<file path="config.mk">
export PLATFORM = sky130hd
export DESIGN_NAME = store_buffer_fenced
export DESIGN_NICKNAME = d
export VERILOG_FILES = /design/src/rtl/sb_pkg.sv /design/src/rtl/sb_fifo.sv /design/src/rtl/sb_fwd_match.sv /design/src/rtl/sb_fence_track.sv /design/src/rtl/store_buffer_fenced.sv
export SDC_FILE = /design/constraint.sdc
export NUM_CORES = 2
export LEC_CHECK = 0
export BUFFER_PORTS_ARGS = -buffer_cell sky130_fd_sc_hd__buf_2
export CORE_MARGIN = 1.5
export CORE_UTILIZATION = 60
export CTS_CLUSTER_SIZE = 28
export DETAILED_ROUTE_END_ITERATION = 8
export GPL_TIMING_DRIVEN = 1
export PLACE_DENSITY = 0.78
export RECOVER_POWER = 50
export SLEW_MARGIN = 5
export SYNTH_ARGS = -nofsm -noshare
export SYNTH_HDL_FRONTEND = slang
export SYNTH_SLANG_ARGS = --single-unit
</file>
<file path="constraint.sdc">
create_clock -name clk -period 20.8 [get_ports clk]
set_clock_uncertainty 0.1 [all_clocks]
set_input_delay 3.12 -clock clk [delete_from_list [all_inputs] [get_ports clk]]
set_output_delay 3.12 -clock clk [all_outputs]
set_load 0.01 [all_outputs]
</file>
<file path="src/rtl/sb_pkg.sv">
// Shared definitions for the fenced store buffer.
// Assumes: request codes are driven on a 2-bit field by the issue port.
package sb_pkg;

    // Issue-port request codes (the code values are part of the port contract).
    typedef enum logic [1:0] {
        OP_LOAD      = 2'b00,
        OP_STORE     = 2'b01,
        OP_FENCE_ALL = 2'b10,
        OP_FENCE_ST  = 2'b11
    } op_e;

endpackage

</file>
<file path="src/rtl/sb_fifo.sv">
// Circular queue of pending stores. Exposes the head for draining and the
// whole contents in age order (index 0 = oldest) for the load search.
// Assumes: DEPTH is a power of two and at least 2; the caller never pushes
// when full nor pops when empty.
module sb_fifo #(
    parameter int DEPTH = 8,
    parameter int AW    = 32,
    parameter int DW    = 32,
    parameter int MW    = DW / 8,
    localparam int IW   = $clog2(DEPTH),
    localparam int CW   = $clog2(DEPTH + 1)
) (
    input  logic                       clk,
    input  logic                       rst_n,
    input  logic                       push,
    input  logic [AW-1:0]              push_addr,
    input  logic [DW-1:0]              push_data,
    input  logic [MW-1:0]              push_mask,
    input  logic                       pop,
    output logic [CW-1:0]              count,
    output logic [AW-1:0]              head_addr,
    output logic [DW-1:0]              head_data,
    output logic [MW-1:0]              head_mask,
    output logic [DEPTH-1:0]           age_live,
    output logic [DEPTH-1:0][AW-1:0]   age_addr,
    output logic [DEPTH-1:0][DW-1:0]   age_data,
    output logic [DEPTH-1:0][MW-1:0]   age_mask
);

    logic [AW-1:0] mem_addr [DEPTH];
    logic [DW-1:0] mem_data [DEPTH];
    logic [MW-1:0] mem_mask [DEPTH];
    logic [IW-1:0] head;
    logic [IW-1:0] tail;

    // Pointer and occupancy update.
    always_ff @(posedge clk) begin
        if (!rst_n) begin
            head  <= '0;
            tail  <= '0;
            count <= '0;
        end else begin
            if (push) tail <= tail + IW'(1);
            if (pop)  head <= head + IW'(1);
            count <= count + CW'(push) - CW'(pop);
        end
    end

    // Storage write; contents need no reset since occupancy guards them.
    always_ff @(posedge clk) begin
        if (push) begin
            mem_addr[tail] <= push_addr;
            mem_data[tail] <= push_data;
            mem_mask[tail] <= push_mask;
        end
    end

    assign head_addr = mem_addr[head];
    assign head_data = mem_data[head];
    assign head_mask = mem_mask[head];

    // Rotate the ring into age order for the search logic.
    for (genvar i = 0; i < DEPTH; i++) begin : g_age
        logic [IW-1:0] slot;
        assign slot        = head + IW'(i);
        assign age_live[i] = CW'(i) < count;
        assign age_addr[i] = mem_addr[slot];
        assign age_data[i] = mem_data[slot];
        assign age_mask[i] = mem_mask[slot];
    end


    fifo_no_overflow_chk: assert property (@(posedge clk) disable iff (!rst_n)
        push |-> (count < CW'(DEPTH)));


    fifo_no_underflow_chk: assert property (@(posedge clk) disable iff (!rst_n)
        pop |-> (count != '0));

endmodule

</file>
<file path="src/rtl/sb_fwd_match.sv">
// Load search: finds the youngest live entry with the same word address as
// the load, and tells whether its byte mask covers the requested bytes.
// Assumes: entries arrive in age order, index 0 oldest.
module sb_fwd_match #(
    parameter int DEPTH = 8,
    parameter int AW    = 32,
    parameter int MW    = 4,
    localparam int IW   = $clog2(DEPTH),
    localparam int OW   = $clog2(MW)
) (
    input  logic [DEPTH-1:0]          age_live,
    input  logic [DEPTH-1:0][AW-1:0]  age_addr,
    input  logic [DEPTH-1:0][MW-1:0]  age_mask,
    input  logic [AW-1:0]             ld_addr,
    input  logic [MW-1:0]             ld_need,
    output logic                      hit,
    output logic [IW-1:0]             hit_idx,
    output logic                      covers
);

    localparam logic [AW-1:0] WORD_MASK = ~AW'((1 << OW) - 1);

    // Scan oldest to youngest so the last match, the youngest, wins.
    always_comb begin
        hit     = 1'b0;
        hit_idx = '0;
        for (int i = 0; i < DEPTH; i++) begin
            if (age_live[i] && (((age_addr[i] ^ ld_addr) & WORD_MASK) == '0)) begin
                hit     = 1'b1;
                hit_idx = IW'(i);
            end
        end
    end

    // Coverage is judged on the selected entry only.
    always_comb begin
        covers = hit && ((age_mask[hit_idx] & ld_need) == ld_need);
    end

endmodule

</file>
<file path="src/rtl/sb_fence_track.sv">
// Fence bookkeeping: a fence records a drain target equal to the running
// drain count plus the stores ahead of it; loads and/or stores are held
// until the running count reaches that target.
// Assumes: no store is accepted while any fence is pending, so a newer fence
// always covers everything an older one waits for.
module sb_fence_track #(
    parameter int DEPTH = 8,
    localparam int CW   = $clog2(DEPTH + 1),
    localparam int TW   = CW + 1
) (
    input  logic          clk,
    input  logic          rst_n,
    input  logic          fence_take,
    input  logic          fence_full,
    input  logic [CW-1:0] older_cnt,
    input  logic          drained,
    output logic          hold_loads,
    output logic          hold_stores
);

    logic [TW-1:0] drain_cnt;
    logic [TW-1:0] target;
    logic          pend_full;
    logic          pend_st;
    logic          waiting;
    logic          full_now;
    logic          st_now;

    // A recorded fence stays in force only until the target is reached.
    always_comb begin
        waiting     = drain_cnt != target;
        full_now    = pend_full && waiting;
        st_now      = pend_st && waiting;
        hold_loads  = full_now;
        hold_stores = full_now || st_now;
    end

    // Running drain count, and marker capture when a fence has work ahead.
    always_ff @(posedge clk) begin
        if (!rst_n) begin
            drain_cnt <= '0;
            target    <= '0;
            pend_full <= 1'b0;
            pend_st   <= 1'b0;
        end else begin
            drain_cnt <= drain_cnt + TW'(drained);
            if (fence_take && older_cnt != '0) begin
                target    <= drain_cnt + TW'(older_cnt);
                pend_full <= full_now || fence_full;
                pend_st   <= st_now || !fence_full;
            end else begin
                pend_full <= full_now;
                pend_st   <= st_now;
            end
        end
    end


    fence_window_chk: assert property (@(posedge clk) disable iff (!rst_n)
        (pend_full || pend_st) |-> ((target - drain_cnt) <= TW'(DEPTH)));

endmodule

</file>
<file path="src/rtl/store_buffer_fenced.sv">
// Store buffer with full and store-only fences between an in-order issue
// port and a data cache. Stores queue and drain oldest-first over a
// valid/ready write channel; loads forward from the youngest matching store
// or read the cache; fences stall only the traffic they order.
// Assumes: cache read data is valid in the same cycle as crd_ready; request
// fields are steady while req_valid is high.
module store_buffer_fenced
    import sb_pkg::*;
#(
    parameter int DEPTH = 8,
    parameter int AW    = 32,
    parameter int DW    = 32,
    localparam int MW   = DW / 8,
    localparam int IW   = $clog2(DEPTH),
    localparam int CW   = $clog2(DEPTH + 1)
) (
    input  logic          clk,
    input  logic          rst_n,
    input  logic          req_valid,
    output logic          req_ready,
    input  logic [1:0]    req_op,
    input  logic [AW-1:0] req_addr,
    input  logic [DW-1:0] req_wdata,
    input  logic [MW-1:0] req_mask,
    output logic          rsp_valid,
    output logic [DW-1:0] rsp_data,
    output logic          rsp_fwd,
    output logic          crd_valid,
    input  logic          crd_ready,
    output logic [AW-1:0] crd_addr,
    input  logic [DW-1:0] crd_data,
    output logic          cwr_valid,
    input  logic          cwr_ready,
    output logic [AW-1:0] cwr_addr,
    output logic [DW-1:0] cwr_data,
    output logic [MW-1:0] cwr_mask
);

    op_e                      op;
    logic                     is_ld, is_st, is_fence;
    logic                     push, pop, fence_take;
    logic [CW-1:0]            count;
    logic [DEPTH-1:0]         age_live;
    logic [DEPTH-1:0][AW-1:0] age_addr;
    logic [DEPTH-1:0][DW-1:0] age_data;
    logic [DEPTH-1:0][MW-1:0] age_mask;
    logic                     hit, covers;
    logic [IW-1:0]            hit_idx;
    logic                     hold_loads, hold_stores;
    logic                     store_ok, ld_fwd_ok, ld_cache;
    logic [DW-1:0]            byte_bits;

    assign op       = op_e'(req_op);
    assign is_ld    = op == OP_LOAD;
    assign is_st    = op == OP_STORE;
    assign is_fence = op == OP_FENCE_ALL || op == OP_FENCE_ST;

    sb_fifo #(.DEPTH(DEPTH), .AW(AW), .DW(DW), .MW(MW)) i_fifo (
        .clk       (clk),
        .rst_n     (rst_n),
        .push      (push),
        .push_addr (req_addr),
        .push_data (req_wdata),
        .push_mask (req_mask),
        .pop       (pop),
        .count     (count),
        .head_addr (cwr_addr),
        .head_data (cwr_data),
        .head_mask (cwr_mask),
        .age_live  (age_live),
        .age_addr  (age_addr),
        .age_data  (age_data),
        .age_mask  (age_mask)
    );

    sb_fwd_match #(.DEPTH(DEPTH), .AW(AW), .MW(MW)) i_match (
        .age_live (age_live),
        .age_addr (age_addr),
        .age_mask (age_mask),
        .ld_addr  (req_addr),
        .ld_need  (req_mask),
        .hit      (hit),
        .hit_idx  (hit_idx),
        .covers   (covers)
    );

    sb_fence_track #(.DEPTH(DEPTH)) i_fence (
        .clk         (clk),
        .rst_n       (rst_n),
        .fence_take  (fence_take),
        .fence_full  (op == OP_FENCE_ALL),
        .older_cnt   (count),
        .drained     (pop),
        .hold_loads  (hold_loads),
        .hold_stores (hold_stores)
    );

    // Byte-enable expansion of the load's requested-byte mask.
    for (genvar b = 0; b < MW; b++) begin : g_bytes
        assign byte_bits[8*b +: 8] = {8{req_mask[b]}};
    end

    // Per-request acceptance conditions.
    always_comb begin
        store_ok  = (count != CW'(DEPTH)) && !hold_stores;
        ld_fwd_ok = !hold_loads && covers;
        ld_cache  = !hold_loads && !hit;
        case (op)
            OP_LOAD:  req_ready = ld_fwd_ok || (ld_cache && crd_ready);
            OP_STORE: req_ready = store_ok;
            default:  req_ready = 1'b1;
        endcase
    end

    // Handshakes on the issue port and both cache channels.
    always_comb begin
        crd_valid  = req_valid && is_ld && ld_cache;
        crd_addr   = req_addr;
        push       = req_valid && req_ready && is_st;
        fence_take = req_valid && is_fence;
        cwr_valid  = count != '0;
        pop        = cwr_valid && cwr_ready;
    end

    // Registered load response.
    always_ff @(posedge clk) begin
        if (!rst_n) begin
            rsp_valid <= 1'b0;
            rsp_data  <= '0;
            rsp_fwd   <= 1'b0;
        end else begin
            rsp_valid <= req_valid && req_ready && is_ld;
            rsp_fwd   <= ld_fwd_ok;
            rsp_data  <= (ld_fwd_ok ? age_data[hit_idx] : crd_data) & byte_bits;
        end
    end


    cwr_hold_chk: assert property (@(posedge clk) disable iff (!rst_n)
        (cwr_valid && !cwr_ready) |=> (cwr_valid && $stable(cwr_addr)
                                       && $stable(cwr_data) && $stable(cwr_mask)));


    fwd_no_cache_chk: assert property (@(posedge clk) disable iff (!rst_n)
        (req_valid && is_ld && hit) |-> !crd_valid);


    full_fence_blocks_chk: assert property (@(posedge clk) disable iff (!rst_n)
        hold_loads |-> !(req_valid && req_ready && (is_ld || is_st)));


    store_fence_blocks_chk: assert property (@(posedge clk) disable iff (!rst_n)
        hold_stores |-> !push);

endmodule

</file>
======== Yosys cells after proc, flatten, opt, wreduce, memory -nomap -nowiden ========
Memory sizes are Yosys's and may differ from the RTL's. A register that Yosys moved wholly into a read port is not among the register bits.
Cells that the tools add are included.
word-level totals
  register bits ........................... 56
  memory bits (writable) .................. 544
  output and inout bits ................... 137
  memories kept ........................... 3
memories
  name             depth  width  read ports  clocked after Yosys merged registers in  wr ports  RTL line       RTL
  i_fifo.mem_addr  8      32     8           1                                        1         sb_fifo.sv:30  logic [AW-1:0] mem_addr [DEPTH];
  i_fifo.mem_data  8      32     8           1                                        1         sb_fifo.sv:31  logic [DW-1:0] mem_data [DEPTH];
  i_fifo.mem_mask  8      4      8           1                                        1         sb_fifo.sv:32  logic [MW-1:0] mem_mask [DEPTH];
cells by class
  add/subtract/negate cells ............... 12
  magnitude comparators ................... 9
  equal/unequal tests ..................... 6
  mux-type cells .......................... 31
  bitwise logic cells ..................... 10
  reductions and logical operators ........ 42
operators by type and width
  cell                                                       number
  logical NOT 32 bit                                         8
  bitwise XOR 32 bit                                         8
  binary-select mux 32 bit (select 3 bit)                    1
  2-to-1 mux 32 bit                                          2
  2-to-1 mux 3 bit                                           12
  AND 32 bit                                                 1
  logical AND 1 bit                                          23
  less-than comparator 3 x 4 -> 1 bit, first input constant  4
  2-to-1 mux 1 bit                                           13
  adder 3 bit, second input constant                         4
  binary-select mux 4 bit (select 3 bit)                     1
  less-than comparator 1 x 4 -> 1 bit, first input constant  2
  less-than comparator 2 x 4 -> 1 bit, first input constant  2
  adder 3 x 1 -> 3 bit, second input constant                2
  adder 3 x 2 -> 3 bit, second input constant                2
  adder 5 x 1 -> 5 bit                                       1
  adder 5 x 4 -> 5 bit                                       1
  logical OR 1 bit                                           5
  != test 5 bit                                              1
  adder 4 x 1 -> 4 bit                                       1
  AND 4 bit                                                  1
  == test 2 bit, second input constant                       2
  == test 4 bit                                              1
  logical NOT 1 bit                                          4
  other kinds (8)                                            8

======== Logic depth before layout (Yosys ltp) ========
An unclocked memory read counts as a cell.
  depth after elaboration ................. 24
  mapped depth ............................ 31
  gate-level depth less buffers ........... 16

======== By module ========
From an unflattened synthesis, not the netlist that was laid out.
unflattened totals
  cells, all modules ...................... 4062
  area, all modules ....................... 48286.3 um2
modules (own cells, without submodules)
  module               instances  cells each  area an instance (um2)  seq. area each (um2)
  sb_fifo              1          3133        40582.7                 16595.9
  store_buffer_fenced  1          420         3606.0                  680.7
  sb_fwd_match         1          430         3403.3                  0.0
  sb_fence_track       1          79          694.4                   240.2

======== Worst setup path before layout ========
OpenSTA, ideal clock, no wires.
  path type ............................... input port to output port
  start point ............................. in req_addr[4]
  end point ............................... out req_ready
  arrival time ............................ 6.807 ns
  required time ........................... 17.580 ns
  path slack .............................. 10.773 ns
  stages on the path ...................... 16
  buffers on the path ..................... 2
  path through ............................ clkbuf_1 clkinv_1 o2bb2ai_1 or4_1 o41a_1 a211o_1 or4_4 and4b_1 buf_2 and2_4 o211ai_2 o31ai_2 o32ai_4 a41o_2 nor2_4 o41a_1
between the ends
  longest elaborated chain between the ends .. 18
  elaborated cells between the ends (all ways) .. 50
ends and longest elaborated chain
  element                                 RTL line                    RTL
  from (decl)                             store_buffer_fenced.sv:22   input logic [AW-1:0] req_addr,
  bitwise XOR 32 bit                      sb_fwd_match.sv:28          if (age_live[i] && (((age_addr[i] ^ ld_addr) & WORD_MASK) == '0)) begin
  logical NOT 32 bit                      sb_fwd_match.sv:28
  logical AND 1 bit                       sb_fwd_match.sv:28
  2-to-1 mux 1 bit                        sb_fwd_match.sv:28
  2-to-1 mux 3 bit (6 in a row)           sb_fwd_match.sv:28
  binary-select mux 4 bit (select 3 bit)  sb_fwd_match.sv:37          covers = hit && ((age_mask[hit_idx] & ld_need) == ld_need);
  2-to-1 mux 4 bit (implied by the code)  sb_fwd_match.sv:37
  AND 4 bit                               sb_fwd_match.sv:37
  == test 4 bit                           sb_fwd_match.sv:37
  logical AND 1 bit                       sb_fwd_match.sv:37
  logical AND 1 bit                       store_buffer_fenced.sv:106  ld_fwd_ok = !hold_loads && covers;
  logical OR 1 bit (*)                    store_buffer_fenced.sv:109  OP_LOAD: req_ready = ld_fwd_ok || (ld_cache && crd_ready);
  case mux 1 bit (2 select lines) (*)     store_buffer_fenced.sv:108  case (op)
  to (decl)                               store_buffer_fenced.sv:20   output logic req_ready,
Mark *: on every way between the ends. The rest lies on a longest branch, timed or not. The select of a mux whose other input is x is not followed.

======== Worst setup path in the final report ========
  start point ............................. in req_addr[26]
  end point ............................... out req_ready
The elaborated chain is that of the path after synthesis.

==> reports/qor.csv <==
metric;value;unit
grt_usage;42.2;%
fin_crit;13.42;ns
vias;38025;
cts_buffers;68;
grt_pass1_vias;34994;
drive_gt1_share;29.0;%
period_share;64.5;%
synth_ff_type;edfxtp_1;
wl;172;mm
p_leak;0.0156;uW
cp_cell_sequence;clkbuf_1, nor4_1, nor4_1, buf_4, nand4_1, nor4_1, o21bai_2, o21a_1, nor2_4, buf_4, mux2i_1, o32ai_4, a41o_2, nor2_4, o41a_1, buf_2;
ys_ff_latch;603;
seq_area;17500;sq um
synth_top_family_by_area;multiplexers;
multi_input_area;28200;sq um
cp_data_arrival_time;10.20;ns
drv_slew;149;
synth_area_leaders;edfxtp_1, mux4_2, xnor2_1;
power_density;125;nW/um^2
dieWidth;285;um
synthAdderAreaFrac;0.503;%
crit_slowest_cell;clkbuf_1;
gp_congestion;1.14;
yosys.area_share.xor_xnor;3.10;%
crit_path_frequent_cell;nor4_1;
synth.avg_cell_area;12.9;sq um
tns;0;ns
setup.worst_path.class;in2out;
crit_required;17.58;ns
clkSinkCount;603;
synth_warnings;0;
tightestPinTransition;3.38;ns
hold_buffers;0;
cts-root-buf;clkbuf_16;
final_cell_mix;mux4_2, edfxtp_1, nand2_1, nand3_1, xnor2_1;
max_freq;0.0745;GHz
core_area;78900;sq um
grt_pass1_wl;249;mm
post-cts-setup-buffers;0;
synthMuxAreaShare;35.3;%
hpwl;116;mm
cts_resized;0;
status;complete, but fails checks;
fp-row-count;103;
syn_inst;3695;
design_area;51200;sq um
insertion_delay;0.63;ns
grt_max_degree;262;
hold_viol;0;
violations;max-capacitance violations, max-slew violations;
cts_tree;built;
die_area;81200;sq um
final_common_cell;mux4_2;
drtPass1Iterations;6;
area_growth;7.20;%
portBuffers;243;
synth_edf_count;544;
antenna_found_initial;16;
synth_area;47700;sq um
clk_pin_slew;0.06;ns
worstPathMaxFanout;38;
synthArstFlopShare;0;%
fillers;5735;
final_nets;3812;
synth.net_count;3820;
wire_per_inst;35.7;um
slew_headroom;-125;%
drv_cap;5;
die_y;285;um
dr.first_iter.drc_count;7317;
yosys.area_share.simple;10.6;%
synth_top_area_share;34.2;%
start_kind;input port;
vias_per_cell;7.92;
clockBufferDepth;3;
synth_compound_area_share;9.34;%
cts_max_level;3;
setup_viol;0;
peakVddDrop;0.181;mV
yosysSeqAreaShare;36.7;%
cp-end-kind;output pin;
synth_top_area_cell;edfxtp_1;
dpl_cell_area;49000;sq um
grt_overflow;0;
max_stage_delay;0.94;ns
pre_cts_ws;8.18;ns
ioPinCount;244;
final_antenna_net_count;0;
hold_class;reg2reg;
route.detailed.drc;0;
hold_slack;0.378;ns
setup_slack;7.38;ns
synth_cell_types;102;
post-route-util;64.9;%
initial_core_util;60.5;%
rsz0062_at_grt;no;
worst max-delay path: cells and delay by family:
| kind | cells | cell delay, ns |
|---|---|---|
| buf+inv | 4 | 1.94 |
| compound gates | 5 | 1.22 |
| mux | 1 | 0.35 |
| simple gates | 6 | 3.52 |
routing by layer:
metal,vias to the layer above,share of wire [%],GRT usage [%]
li1,15132,-,-
met1,19186,37,61.8
met2,3240,44,62.6
met3,457,15,11.2
met4,10,3.7,12.0
met5,-,0.034,0
final cells by class:
| class | count | area share, % |
|---|---|---|
| Antenna cell | 9 | 0.0440 |
| Clock buffer | 89 | 3.66 |
| Clock inverter | 37 | 0.753 |
| Inverter | 54 | 0.396 |
| Multi-Input combinational cell | 2656 | 55.2 |
| Sequential cell | 603 | 34.3 |
| Tap cell | 1050 | 2.57 |
| Timing Repair Buffer | 304 | 3.13 |
synthesized netlist by cell type (all sizes together) (36+ instances only):
cell type,instances
mux2i,136
edfxtp,544
clkbuf,181
a211oi,143
a21oi,42
inv,47
and2,78
nand2,362
mux4,632
nor2,80
mux2,107
dfxtp,59
o211ai,48
nand3,165
and3,41
buf,201
o31a,39
o21ai,80
xnor2,157
nor2b,62
nor3,36
state kept, by name (all words and copies together), names as in the netlist, 3 cells and up, named ones only:
| signal | flops |
|---|---|
| i_fifo.mem_addr | 256 |
| i_fifo.mem_data | 256 |
| i_fifo.mem_mask | 32 |
| rsp_data | 32 |
| i_fence.drain_cnt | 5 |
| i_fence.target | 5 |
| i_fifo.count | 4 |
| i_fifo.head | 3 |
| i_fifo.tail | 3 |
final timing paths:
path | start | endpoint | slack [ns] | depth (start not counted)
setup / recovery | req_addr[26] | req_ready | 7.38 | 16
hold / removal | i_fence.target[3] | i_fence.target[3] | 0.38 | 2
setup reg to reg | i_fifo.head[0] | rsp_data[31] | 11.23 | 18
hold reg to reg | i_fence.target[3] | i_fence.target[3] | 0.38 | 2
per-stage QoR:
stage / instances / total power [uW]
3_3_place_gp: 4667 / 5040
4_1_cts: 4793 / 6310
2_1_floorplan: 3695 / 4140
6_report: 4802 / 6410
3_5_place_dp: 4667 / 5070
5_1_grt: 4795 / 6600
report_power, final:
part	internal, uW	leakage [uW]	switching (uW)
clock network	706	0.00110	516
registers	1350	0.00539	67.4
logic	1630	0.00910	2140
kinds of logic (layout without fill, tap and decap cells):
family                     count (synthesis)  count (layout)
other                                      0               9
DFF                                      603             603
muxes                                    875             875
buffers and inverters                    436             484
AOI/OAI and AO/OA                        596             596
xor gates and xnor gates                 169             169
adders and majority gates                 18              18
and+or+nand+nor                          998             998
No activity file was read; power rests on OpenSTA's default activity.
